## src/rtl/flash_rd_seq.sv

```systemverilog
module flash_rd_seq #(
  parameter int AW = 24,
  parameter int PW = 5
) (
  input  logic          clk,
  input  logic          rst_n,
  input  logic          req_valid,
  output logic          req_ready,
  input  logic [AW-1:0] req_addr,
  input  logic [3:0]    cmd_type,
  input  logic          four_byte,
  input  logic          ovr_en,
  input  logic [15:0]   ovr_instr,
  input  logic [1:0]    ovr_instr_cnt,
  input  logic [15:0]   ovr_mode,
  input  logic [1:0]    ovr_mode_cnt,
  input  logic [1:0]    ovr_dummy_cnt,
  input  logic [1:0]    ovr_data_lanes,
  input  logic          ovr_addr_wide,
  input  logic [PW-1:0] psc_code,
  input  logic          cpol,
  input  logic          cpha,
  output logic          ph_valid,
  input  logic          ph_ready,
  output logic [2:0]    ph_kind,
  output logic [1:0]    ph_lanes,
  output logic [7:0]    ph_byte,
  output logic          ph_last,
  output logic [PW-1:0] sck_div,
  output logic          sck_tick,
  output logic          sck_idle,
  output logic          sample_lead
);
  localparam int NAB  = AW / 8;
  localparam int HALF = 1 << (PW - 1);
  localparam logic [2:0] K_INS = 3'd0, K_ADR = 3'd1, K_MOD = 3'd2, K_DUM = 3'd3, K_DAT = 3'd4;

  logic          busy, cont_on, r_four, r_ndat;
  logic [3:0]    cont_ty;
  logic [2:0]    kind, idx, r_nins, r_nadr, r_nmod, r_ndum;
  logic [15:0]   r_ins, r_mod;
  logic [AW-1:0] r_addr;
  logic [1:0]    r_ladr, r_ldat;

  logic [2:0]  c_nins, c_nadr, c_nmod, c_ndum;
  logic        c_ndat;
  logic [15:0] c_ins, c_mod;
  logic [1:0]  c_ladr, c_ldat;

  wire accept    = req_valid && req_ready;
  wire cont_live = cont_on && !ovr_en && (cmd_type == cont_ty);
  wire is_cont   = !ovr_en && cmd_type[0] && cmd_type >= 4'd5 && cmd_type <= 4'd11;

  assign req_ready = !busy;
  assign ph_valid  = busy;

  always_comb begin
    c_nins = 3'd1; c_ins = 16'h0000; c_nadr = 3'(NAB); c_ladr = 2'd0;
    c_nmod = 3'd0; c_mod = 16'h0000; c_ndum = 3'd0; c_ndat = 1'b1; c_ldat = 2'd0;
    if (ovr_en) begin
      c_nins = (ovr_instr_cnt == 2'd3) ? 3'd0 : {1'b0, ovr_instr_cnt};
      c_ins  = ovr_instr;
      c_ldat = (ovr_data_lanes == 2'd3) ? 2'd0 : ovr_data_lanes;
      c_ladr = ovr_addr_wide ? c_ldat : 2'd0;
      c_nmod = (ovr_mode_cnt == 2'd3) ? 3'd0 : {1'b0, ovr_mode_cnt};
      c_mod  = ovr_mode;
      c_ndum = {1'b0, ovr_dummy_cnt};
    end else begin
      case (cmd_type)
        4'd0:        c_ins = 16'h0003;
        4'd1:        begin c_ins = 16'h000B; c_ndum = 3'd1; end
        4'd2:        begin c_ins = 16'h003B; c_ndum = 3'd1; c_ldat = 2'd1; end
        4'd3:        begin c_ins = 16'h006B; c_ndum = 3'd1; c_ldat = 2'd2; end
        4'd4, 4'd5:  begin c_ins = 16'h00BB; c_ladr = 2'd1; c_ldat = 2'd1; c_nmod = 3'd1; end
        4'd6, 4'd7:  begin c_ins = 16'h00EB; c_ladr = 2'd2; c_ldat = 2'd2; c_nmod = 3'd1; c_ndum = 3'd2; end
        4'd8, 4'd9:  begin c_ins = 16'h00E7; c_ladr = 2'd2; c_ldat = 2'd2; c_nmod = 3'd1; c_ndum = 3'd1; end
        4'd10, 4'd11: begin c_ins = 16'h00E3; c_ladr = 2'd2; c_ldat = 2'd2; c_nmod = 3'd1; end
        4'd12:       begin c_nins = 3'd2; c_ins = 16'hFFFF; c_nadr = 3'd0; c_ndat = 1'b0; end
        4'd13:       begin c_ins = 16'h00FF; c_nadr = 3'd0; c_ndat = 1'b0; end
        default:     begin c_nins = 3'd0; c_nadr = 3'd0; c_ndat = 1'b0; end
      endcase
      if (c_nmod != 3'd0) c_mod = cmd_type[0] ? 16'h0020 : 16'h0000;
      if (cont_live) c_nins = 3'd0;
    end
  end

  function automatic logic [2:0] low5(input logic [4:0] m);
    logic [2:0] r;
    r = 3'd0;
    for (int i = 4; i >= 0; i--) if (m[i]) r = 3'(i);
    return r;
  endfunction

  wire [4:0] cmask = {c_ndat, |c_ndum, |c_nmod, |c_nadr, |c_nins};
  wire [4:0] rmask = {r_ndat, |r_ndum, |r_nmod, |r_nadr, |r_nins};
  wire [4:0] rest  = rmask & ~((5'd2 << kind) - 5'd1);

  logic [2:0] cur_cnt;
  always_comb
    case (kind)
      K_INS:   cur_cnt = r_nins;
      K_ADR:   cur_cnt = r_nadr;
      K_MOD:   cur_cnt = r_nmod;
      K_DUM:   cur_cnt = r_ndum;
      default: cur_cnt = 3'd1;
    endcase

  wire       end_kind = (idx == cur_cnt - 3'd1);
  wire [2:0] sh       = cur_cnt - 3'd1 - idx;

  assign ph_kind = kind;
  assign ph_last = end_kind && (rest == 5'd0);

  always_comb
    case (kind)
      K_INS:   ph_byte = 8'(r_ins >> {sh, 3'b000});
      K_ADR:   ph_byte = 8'(r_addr >> {sh, 3'b000});
      K_MOD:   ph_byte = 8'(r_mod >> {sh, 3'b000});
      K_DAT:   ph_byte = r_four ? 8'd4 : 8'd1;
      default: ph_byte = 8'h00;
    endcase

  assign ph_lanes = (kind == K_INS) ? 2'd0 : (kind == K_DAT) ? r_ldat : r_ladr;

  always_ff @(posedge clk or negedge rst_n)
    if (!rst_n) begin
      busy <= 1'b0; kind <= K_INS; idx <= 3'd0; cont_on <= 1'b0; cont_ty <= 4'd0;
      r_nins <= 3'd0; r_nadr <= 3'd0; r_nmod <= 3'd0; r_ndum <= 3'd0; r_ndat <= 1'b0;
      r_ins <= 16'h0; r_mod <= 16'h0; r_addr <= '0; r_ladr <= 2'd0; r_ldat <= 2'd0; r_four <= 1'b0;
    end else begin
      if (accept) begin
        busy <= |cmask; kind <= low5(cmask); idx <= 3'd0;
        r_nins <= c_nins; r_nadr <= c_nadr; r_nmod <= c_nmod; r_ndum <= c_ndum; r_ndat <= c_ndat;
        r_ins <= c_ins; r_mod <= c_mod; r_addr <= req_addr; r_ladr <= c_ladr; r_ldat <= c_ldat;
        r_four <= four_byte;
      end else if (ph_valid && ph_ready) begin
        if (!end_kind) idx <= idx + 3'd1;
        else if (rest == 5'd0) busy <= 1'b0;
        else begin kind <= low5(rest); idx <= 3'd0; end
      end
      if (accept && is_cont) begin cont_on <= 1'b1; cont_ty <= cmd_type; end
      else if (!cont_live) cont_on <= 1'b0;
    end

  logic [PW-1:0] pcnt;
  always_comb
    if (psc_code < PW'(HALF)) sck_div = (psc_code == '0) ? PW'(1) : psc_code;
    else sck_div = (psc_code == PW'(HALF)) ? PW'(2) : (psc_code - PW'(HALF)) << 1;

  assign sck_tick    = pcnt >= sck_div - PW'(1);
  assign sck_idle    = cpol;
  assign sample_lead = !cpha;

  always_ff @(posedge clk or negedge rst_n)
    if (!rst_n) pcnt <= '0;
    else pcnt <= sck_tick ? '0 : pcnt + PW'(1);

  a_r2_hold_stall: assert property (@(posedge clk) disable iff (!rst_n)
    ph_valid && !ph_ready |=> ph_valid && $stable(ph_byte) && $stable(ph_kind) && $stable(ph_lanes) && $stable(ph_last));
  a_r2_kind_order: assert property (@(posedge clk) disable iff (!rst_n)
    ph_valid && ph_ready && !ph_last |=> ph_valid && ph_kind >= $past(ph_kind));
  a_r2_last_frees: assert property (@(posedge clk) disable iff (!rst_n)
    ph_valid && ph_ready && ph_last |=> !ph_valid && req_ready);
  a_r9_data_len: assert property (@(posedge clk) disable iff (!rst_n)
    ph_valid && ph_kind == K_DAT |-> ph_byte == 8'd1 || ph_byte == 8'd4);
  a_r10_tick_gap: assert property (@(posedge clk) disable iff (!rst_n)
    sck_tick && sck_div > PW'(1) |=> !sck_tick || sck_div != $past(sck_div));
endmodule

```

## config.mk

```make
export PLATFORM = sky130hd
export DESIGN_NAME = flash_rd_seq
export DESIGN_NICKNAME = d
export VERILOG_FILES = /design/src/rtl/flash_rd_seq.sv
export SDC_FILE = /design/constraint.sdc
export NUM_CORES = 1
export LEC_CHECK = 0
export BUFFER_PORTS_ARGS = -buffer_cell sky130_fd_sc_hd__buf_2
export CORE_MARGIN = 10
export CORE_UTILIZATION = 40
export CTS_BUF_LIST = sky130_fd_sc_hd__clkbuf_16
export CTS_CLUSTER_SIZE = 20
export DETAILED_ROUTE_END_ITERATION = 10
export PLACE_DENSITY = 0.61
export SLEW_MARGIN = 20
export SYNTH_ARGS = -nofsm -noshare
export SYNTH_HDL_FRONTEND = slang
export SYNTH_SLANG_ARGS = --single-unit
```

## constraint.sdc

```tcl
create_clock -name clk -period 7.6 [get_ports clk]
set_input_delay 0.38 -clock clk [delete_from_list [all_inputs] [get_ports clk]]
set_output_delay 0.38 -clock clk [all_outputs]
set_load 0.01 [all_outputs]
```

; Word level (Yosys, flattened, before mapping)
; Index checks and enable logic that the tools add are counted.
[classes]
add_sub_neg = 7
n_lt_le_gt_ge = 4
eq_ne = 26
shifts = 4
muxes = 58
bitwise_logic = 2
n_reduce_logical = 43
[op_table]
columns = operator, count
row1 = 16-bit case mux with 10 select lines, 1
row2 = 3-bit 2-to-1 mux, 24
row3 = 16-bit 2-to-1 mux, 2
row4 = 8-bit case mux with 4 select lines, 1
row5 = 16-bit by 6-bit >> shifter with 8-bit output, 2
row6 = 3-bit OR reduction, 9
row7 = 13-bit OR reduction, 2
row8 = 4-bit == test (second input constant), 6
row9 = 24-bit by 6-bit >> shifter with 8-bit output, 1
row10 = 2-bit 2-to-1 mux, 10
row11 = 5-bit 2-to-1 mux, 4
row12 = 4-bit by 3-bit == test with 1-bit output (second input constant), 4
row13 = 2-bit case mux with 2 select lines, 4
row14 = 6-bit 2-to-1 mux, 2
row15 = 3-bit case mux with 4 select lines, 1
row16 = 12-bit OR reduction, 1
row17 = 5-bit zero test, 2
row18 = 5-bit by 1-bit subtractor with 5-bit output (second input constant), 2
row19 = 1-bit logical AND, 9
row20 = 1-bit 2-to-1 mux, 9
row21 = 4-bit by 2-bit == test with 1-bit output (second input constant), 2
row22 = 2-bit OR reduction, 4
row23 = 8-bit OR reduction, 1
row24 = 7-bit OR reduction, 1
row25 = 32 further kinds, 40
[totals]
reg_bits = 91
in_bits = 82
output_inout_bits = 24

; Logic depth before layout (Yosys ltp)
; Gate-level depths: netlist of the first run.
[logic_depth]
word_depth = 13
depth_mapped = 15

; Worst setup path after synthesis of the first run
; OpenSTA, ideal clock, no wires.
[synth_timing]
path_type = flip-flop to output port
from = reg kind[2], in the netlist ph_kind[2]
to = out ph_byte[6]
t_arrival_ns = 3.482
path_slack_ns = 3.738
path_stages_with_launch = 15
path_cell_list = dfrtp_1 -> buf_2 -> nor3b_4 -> buf_2 -> inv_1 -> ha_1 -> a211oi_1 -> o21ai_0 -> ha_1 -> fa_1 -> clkbuf_1 -> nor2b_1 -> o221ai_1 -> o21bai_1 -> a31oi_1
[synth_via]
elab_chain_len = 6
elab_cells_between_ends = 12
cone_classes = add/sub (2) / eq/ne (4) / shift (3) / mux (2) / reduce/logical (1)
[synth_lines]
columns = item, line_no
row1 = start: declaration, 40  ; logic [2:0] kind, idx, r_nins, r_nadr, r_nmod, r_ndum;
row2 = start signal: assignment, 127  ; busy <= 1'b0; kind <= K_INS; idx <= 3'd0; cont_on <= 1'b0; cont_ty <= 4'd0;
row3 = start signal: assignment, 132  ; busy <= |cmask; kind <= low5(cmask); idx <= 3'd0;
row4 = start signal: assignment, 139  ; else begin kind <= low5(rest); idx <= 3'd0; end
row5 = "3-bit by 2-bit == test with 1-bit output, or another cell as far along", 100  ; case (kind)
row6 = 3-bit case mux with 4 select lines, 100
row7 = 3-bit by 1-bit subtractor with 3-bit output, 109  ; wire [2:0] sh = cur_cnt - 3'd1 - idx;
row8 = 3-bit subtractor, 109
row9 = "24-bit by 6-bit >> shifter with 8-bit output, or another cell as far along", 117  ; K_ADR: ph_byte = 8'(r_addr >> {sh, 3'b000});
row10 = 8-bit case mux with 4 select lines *, 115  ; case (kind)
row11 = end: declaration, 27  ; output logic [7:0] ph_byte,
; Mark *: on every way between the ends. The rest lies on a longest branch, timed or not.

; Final worst setup path of the first run
[layout_timing]
from = reg kind[0], in the netlist ph_kind[0]
to = out ph_byte[2]
; Same word-level chain as after synthesis.

==> impl_metrics.json, run 1 <==
{
  "drc": 0,
  "fmax_mhz": 199,
  "p_comb_share_pct": 54.2,
  "antenna_cells": 0,
  "drive_above_1_share_pct": 19.6,
  "fin_cells": 836,
  "clock_sinks": 85,
  "final_common_cell": "nand2_1",
  "seq_area_frac_synth_pct": 43.2,
  "fin_crit_sh_pct": 66.2,
  "h-tree-depth": 3,
  "cap_violations": 0,
  "finalSetupViolCount": 0,
  "die_area_mm2": 0.0171,
  "wl_per_cell_um": 17.2,
  "cts_buffers": 9,
  "worstHoldPathType": "in -> async",
  "crit_type": "reg -> out",
  "antenna_found_initial": 0,
  "ant_nets": 0,
  "synth_top_flop_cell": "dfrtp_1",
  "p_total_w": 0.00269,
  "syn_area_mm2": 0.00492,
  "final-hold-violation-count": 0,
  "grt_usage_pct": 17.0,
  "cp.arrival_ns": 4.65,
  "seqPwrFrac_pct": 30.4,
  "place_inst": 820,
  "internal-power_w": 0.00144,
  "synth_cell_types": 55,
  "grt_overflow_total": 0,
  "synth_seq_cells": 85,
  "synth_edf_count": 0,
  "powerDensity_mw_per_mm2": 467,
  "seqCellArea_mm2": 0.00213,
  "clock_latency_ns": 0.35,
  "core_area_mm2": 0.0120,
  "cts_tree": "yes",
  "worst_slew_pin_slew_ns": 0.980,
  "finalCriticalPeriod_ns": 5.03,
  "grt_pass1_vias": 4458,
  "syn_inst": 604,
  "root_buffer": "clkbuf_16",
  "clock_power_share_pct": 15.4,
  "initial_core_util_pct": 40.9,
  "synthToLayoutAreaGrowth_pct": 17.2,
  "post_cts_buffers": 0,
  "critPathLaunchType": "flop",
  "synth_area_per_cell_um2": 8.14,
  "cts.repair.resized": 0,
  "fin_skew_ns": 0.00763,
  "clk_pin_slew_ns": 0.07,
  "rows": 40,
  "rsz0062_at_grt": "false",
  "portBuffers": 103,
  "ios": 106,
  "drt_pass1_iterations": 5,
  "power_switching_share_pct": 46.6,
  "grt_max_degree": 95,
  "path_max_fanout": 14,
  "ir_drop_mv": 0.172,
  "die_y_um": 131,
  "cts_buffer_depth": 2,
  "layout_common_cells": "nand2_1 (163), buf_2 (102), dfrtp_1 (85)",
  "required_ns": 7.22,
  "leakage_nw": 2.94,
  "power.switching_w": 0.00125,
  "routed_wl_mm": 14.4,
  "nFillCells": 1235,
  "dieWidth_um": 131,
  "syn_nets": 706,
  "fin_nets": 786,
  "post_drt_via_cell_ratio": 5.31,
  "synthArstFlopShare_pct": 100,
  "grt_pass1_wl_mm": 23.0,
  "status": "finished, final reports clean",
  "slew_violations": 0,
  "critPathCaptureType": "primary output",
  "hpwlAfterDp_mm": 10.7,
  "setup_tns_ns": 0,
  "drt_iter0_drc": 303,
  "multi_input_area_mm2": 0.00255,
  "relSlewSlack_pct": 34.3,
  "ys_warn_count": 0,
  "vias": 4439,
  "holdBufCountCts": 0,
  "routabilityCongestion": 0.825
}
-- Yosys cell counts, drive strengths merged (5+ instances only) --
cell	number	share of area (%)
o21ai	41	4.2
a22oi	6	0.92
nor2	37	2.8
ha	19	4.8
nand2	164	13
nor3	12	1.3
buf	8	1.2
nor3b	7	1.4
xor2	8	1.4
mux2i	6	1.2
a21oi	52	5.3
a31oi	5	0.64
nor2b	9	1.3
a221o	7	1.4
nand3	26	2.6
nand2b	6	0.76
inv	22	1.7
clkbuf	29	2.2
dfrtp	85	43
-- flip-flops by register name, summed over array words and instances, names as in the netlist, 2 cells and up --
signal / count
r_nins: 2
r_addr: 24
r_ldat: 2
pcnt: 5
r_mod: 16
r_ins: 16
r_ndum: 2
cont_ty: 4
ph_kind: 3
r_nmod: 2
r_ladr: 2
idx: 3
-- per-stage QoR --
step / instance area (um2) / hold WS [ns] / setup WS, ns / util, %
finish: 5770 / 0.0607 / 2.57 / 48.0
global route: 5770 / 0.157 / 2.28 / 48.0
CTS: 5760 / 0.223 / 2.58 / 48.0
detailed placement: 5490 / 0.461 / 2.97 / 45.7
global placement: 5490 / 0.455 / 3.06 / 45.7
floorplan: 4920 / 0.0844 / 3.74 / -
-- metal layers --
metal / up-vias / GRT usage [%] / wire length [um]
met3: 13 / 5.44 / 1020
met1: 2083 / 22.7 / 6730
met4: 0 / 3.92 / 122
met2: 123 / 26.3 / 6480
li1: 2220 / - / -
met5: - / 0 / 0
-- cell type report --
cell class              instances  area share [%]
multi-input cells             459            44.2
inverters                      23            1.50
clock inverters                 7           0.868
flip-flops and latches         85            36.9
clock buffers                   9            3.91
well taps                     147            3.19
repair buffers                106            9.44
-- kinds of logic (layout without fill, tap and decap cells) --
logic type,Yosys count,after routing,share of synthesized area [%]
buf+inv,60,145,5.14
simple gates,280,280,25.4
xor+xnor,12,12,2.29
mux,8,8,1.68
fa+ha+maj,20,20,5.24
flops,85,85,43.2
compound gates,139,139,17.0
-- path summary, 6_finish.rpt --
kind | depth (start not counted) | startpoint | slack, ns | endpoint
setup reg to reg | 13 | ph_kind[0]$_DFFE_PN0P_ | 4.04 | ph_kind[1]$_DFFE_PN0P_
max in group asynchronous | 1 | rst_n | 6.97 | ph_kind[0]$_DFFE_PN0P_
setup / recovery | 12 | ph_kind[0]$_DFFE_PN0P_ | 2.57 | ph_byte[2]
hold reg to reg | 2 | r_mod[2]$_DFFE_PN0P_ | 0.48 | r_mod[2]$_DFFE_PN0P_
hold / removal | 1 | rst_n | 0.06 | r_ins[9]$_DFFE_PN0P_
min in group clk | 3 | req_addr[7] | 0.23 | r_addr[7]$_DFFE_PN0P_
-- power groups by stage --
stage,registers (W),logic (W),clock network (W)
6_report,0.000817,0.00146,0.000413
5_1_grt,0.000840,0.00164,0.000439
4_1_cts,0.000814,0.00147,0.000420
3_5_place_dp,0.000820,0.00146,0
3_3_place_gp,0.000819,0.00144,0
2_1_floorplan,0.000742,0.00109,0
-- critical path, cell delays in order, from the launching register on --
cell and delay (ns):
dfrtp_1 0.60, nor3b_4 0.65, inv_1 0.19, ha_1 0.28, a211oi_1 0.16, o21ai_0 0.11, ha_1 0.32, fa_1 0.62
nand2_1 0.36, a221o_1 0.17, a21oi_1 0.05, o41ai_1 0.56, buf_2 0.24
Power figures use the tool's default switching activity.
==> inputs of run 2 (changes only) <==
--- a/config.mk
+++ b/config.mk
@@ -11,7 +11,7 @@
 export CTS_BUF_LIST = sky130_fd_sc_hd__clkbuf_16
 export CTS_CLUSTER_SIZE = 20
 export DETAILED_ROUTE_END_ITERATION = 10
-export PLACE_DENSITY = 0.61
+export PLACE_DENSITY = 0.63
 export SLEW_MARGIN = 20
 export SYNTH_ARGS = -nofsm -noshare
 export SYNTH_HDL_FRONTEND = slang
==> constraint.sdc (replaced) <==
create_clock -name clk -period 4.05 [get_ports clk]
set_input_delay 0.2025 -clock clk [delete_from_list [all_inputs] [get_ports clk]]
set_output_delay 0.2025 -clock clk [all_outputs]
set_load 0.01 [all_outputs]
==> impl_metrics.json, run 2 (synthesized netlist as in run 1, its figures left out) <==
{
  "reg2reg_slack_ns": 1.18,
  "synthToLayoutAreaGrowth_pct": 20.2,
  "antenna_found_initial": 0,
  "top_register": "r_addr",
  "grt_pass1_vias": 4516,
  "fin_util_pct": 49.2,
  "grt_overflow_total": 0,
  "nFillCells": 1191,
  "final_cell_area_mm2": 0.00591,
  "drt_pass1_iterations": 5,
  "final-hold-violation-count": 0,
  "cap_violations": 0,
  "vias": 4550,
  "largest_reg_flops": 24,
  "setup_tns_ns": 0,
  "finalSetupViolCount": 0,
  "root_buffer": "clkbuf_16",
  "core_area_mm2": 0.0120,
  "grt_pass1_wl_mm": 22.7,
  "dieWidth_um": 131,
  "grtUsageMet1_pct": 21.8,
  "critPathCaptureType": "primary output",
  "ir_drop_mv": 0.397,
  "ios": 106,
  "die_area_mm2": 0.0171,
  "dpl_worst_slack_ns": 0.209,
  "placed_area_mm2": 0.00550,
  "routed_wl_mm": 14.2,
  "final_common_cell": "nand2_1",
  "setup_slack_ns": 0.178,
  "cts_tree": "yes",
  "post_drt_via_cell_ratio": 5.39,
  "drt_iter0_drc": 443,
  "required_ns": 3.85,
  "wl_per_cell_um": 16.9,
  "ant_nets": 0,
  "status": "finished, final reports clean",
  "powerDensity_mw_per_mm2": 920,
  "routabilityCongestion": 0.890,
  "worst_slew_pin_slew_ns": 0.893,
  "h-tree-depth": 3,
  "critPathLaunchType": "flop",
  "worstHoldPathType": "in -> reg",
  "clk_pin_slew_ns": 0.07,
  "rows": 40,
  "fin_nets": 794,
  "path_max_fanout": 8,
  "slew_violations": 0,
  "fin_crit_sh_pct": 95.6,
  "grt_usage_pct": 16.6,
  "fin_skew_ns": 0.00610,
  "cts_buffer_depth": 2,
  "layout_common_cells": "nand2_1 (162), buf_2 (102), dfrtp_1 (82)",
  "gr-usage-met2_pct": 25.8,
  "drc": 0,
  "relSlewSlack_pct": 40.5,
  "clock_sinks": 85,
  "hpwlAfterDp_mm": 10.7,
  "top_regs": "r_addr (24), r_ins (16), r_mod (16)",
  "grt_max_degree": 86,
  "met3_usage_pct": 5.04,
  "cp.arrival_ns": 3.67,
  "leakage_nw": 3.02,
  "antenna_cells": 0,
  "initial_core_util_pct": 40.9,
  "finalCriticalPeriod_ns": 3.87,
  "clock_latency_ns": 0.35,
  "drive_above_1_share_pct": 21.8,
  "die_y_um": 131,
  "portBuffers": 103,
  "fmax_mhz": 258,
  "cts_buffers": 9,
  "grt_busiest_layer": "met2",
  "crit_type": "reg -> out"
}
-- run 2: layout make-up --
| class | count | area [um2] | area share [%] |
|---|---|---|---|
| tap | 147 | 184 | 3.11 |
| clock buffer | 9 | 225 | 3.81 |
| multi-input combinational | 459 | 2580 | 43.7 |
| clock inverter | 7 | 97.6 | 1.65 |
| inverter | 23 | 86.3 | 1.46 |
| sequential | 85 | 2130 | 36.0 |
| timing repair buffer | 114 | 607 | 10.3 |
-- run 2: repair_timing --
| action | 4_1_cts | 5_1_grt |
|---|---|---|
| hold buffers | 0 | 1 |
| setup buffers | 0 | 5 |
| pin swaps | 0 | 1 |
| endpoints found under the hold margin | 0 | 85 |
| gates resized for setup | 3 | 8 |
| endpoints found under the setup margin | 8 | 8 |
-- run 2: per-layer routing --
metal,vias up,part of all wire [%],routed length (um)
met1,2155,45,6430
met4,0,1.6,231
met5,-,0,0
met3,16,7.2,1020
li1,2234,-,-
met2,145,46,6560
-- run 2: where the power goes --
part	switching [W]	internal, W
Sequential	0.000308	0.00121
Clock	0.000361	0.000544
Combinational	0.00178	0.00124
Total	0.00245	0.00299
-- run 2: final timing paths --
path,from,end,depth (start not counted)
max,ph_kind[2]$_DFFE_PN0P_,ph_byte[0],13
min,req_addr[4],r_addr[4]$_DFFE_PN0P_,3
max reg2reg,ph_kind[2]$_DFFE_PN0P_,ph_kind[1]$_DFFE_PN0P_,13
min reg2reg,r_mod[12]$_DFFE_PN0P_,r_mod[12]$_DFFE_PN0P_,2
max in group asynchronous,rst_n,ph_kind[1]$_DFFE_PN0P_,2
min in group asynchronous,rst_n,r_addr[9]$_DFFE_PN0P_,2
-- run 2: worst max-delay path, stage by stage, from the launching register on --
cell and delay [ns]:
dfrtp_2 0.47, nor3b_4 0.23, inv_1 0.11, ha_1 0.24, a211oi_1 0.17, o21ai_0 0.11, ha_1 0.33, fa_2 0.51
nand2_4 0.16, a221o_1 0.13, a21oi_1 0.04, or4_1 0.49, o31ai_1 0.11, buf_2 0.20
-- run 2: through the flow --
| step | power, W | hold WS, ns | cells |
|---|---|---|---|
| final | 0.00544 | 0.0451 | 844 |
| after floorplan | 0.00345 | -0.0931 | 604 |
| after global placement | 0.00421 | 0.396 | 822 |
| after CTS | 0.00526 | 0.0376 | 838 |
| after detailed placement | 0.00429 | 0.399 | 822 |
| after global routing | 0.00590 | 0.0470 | 844 |
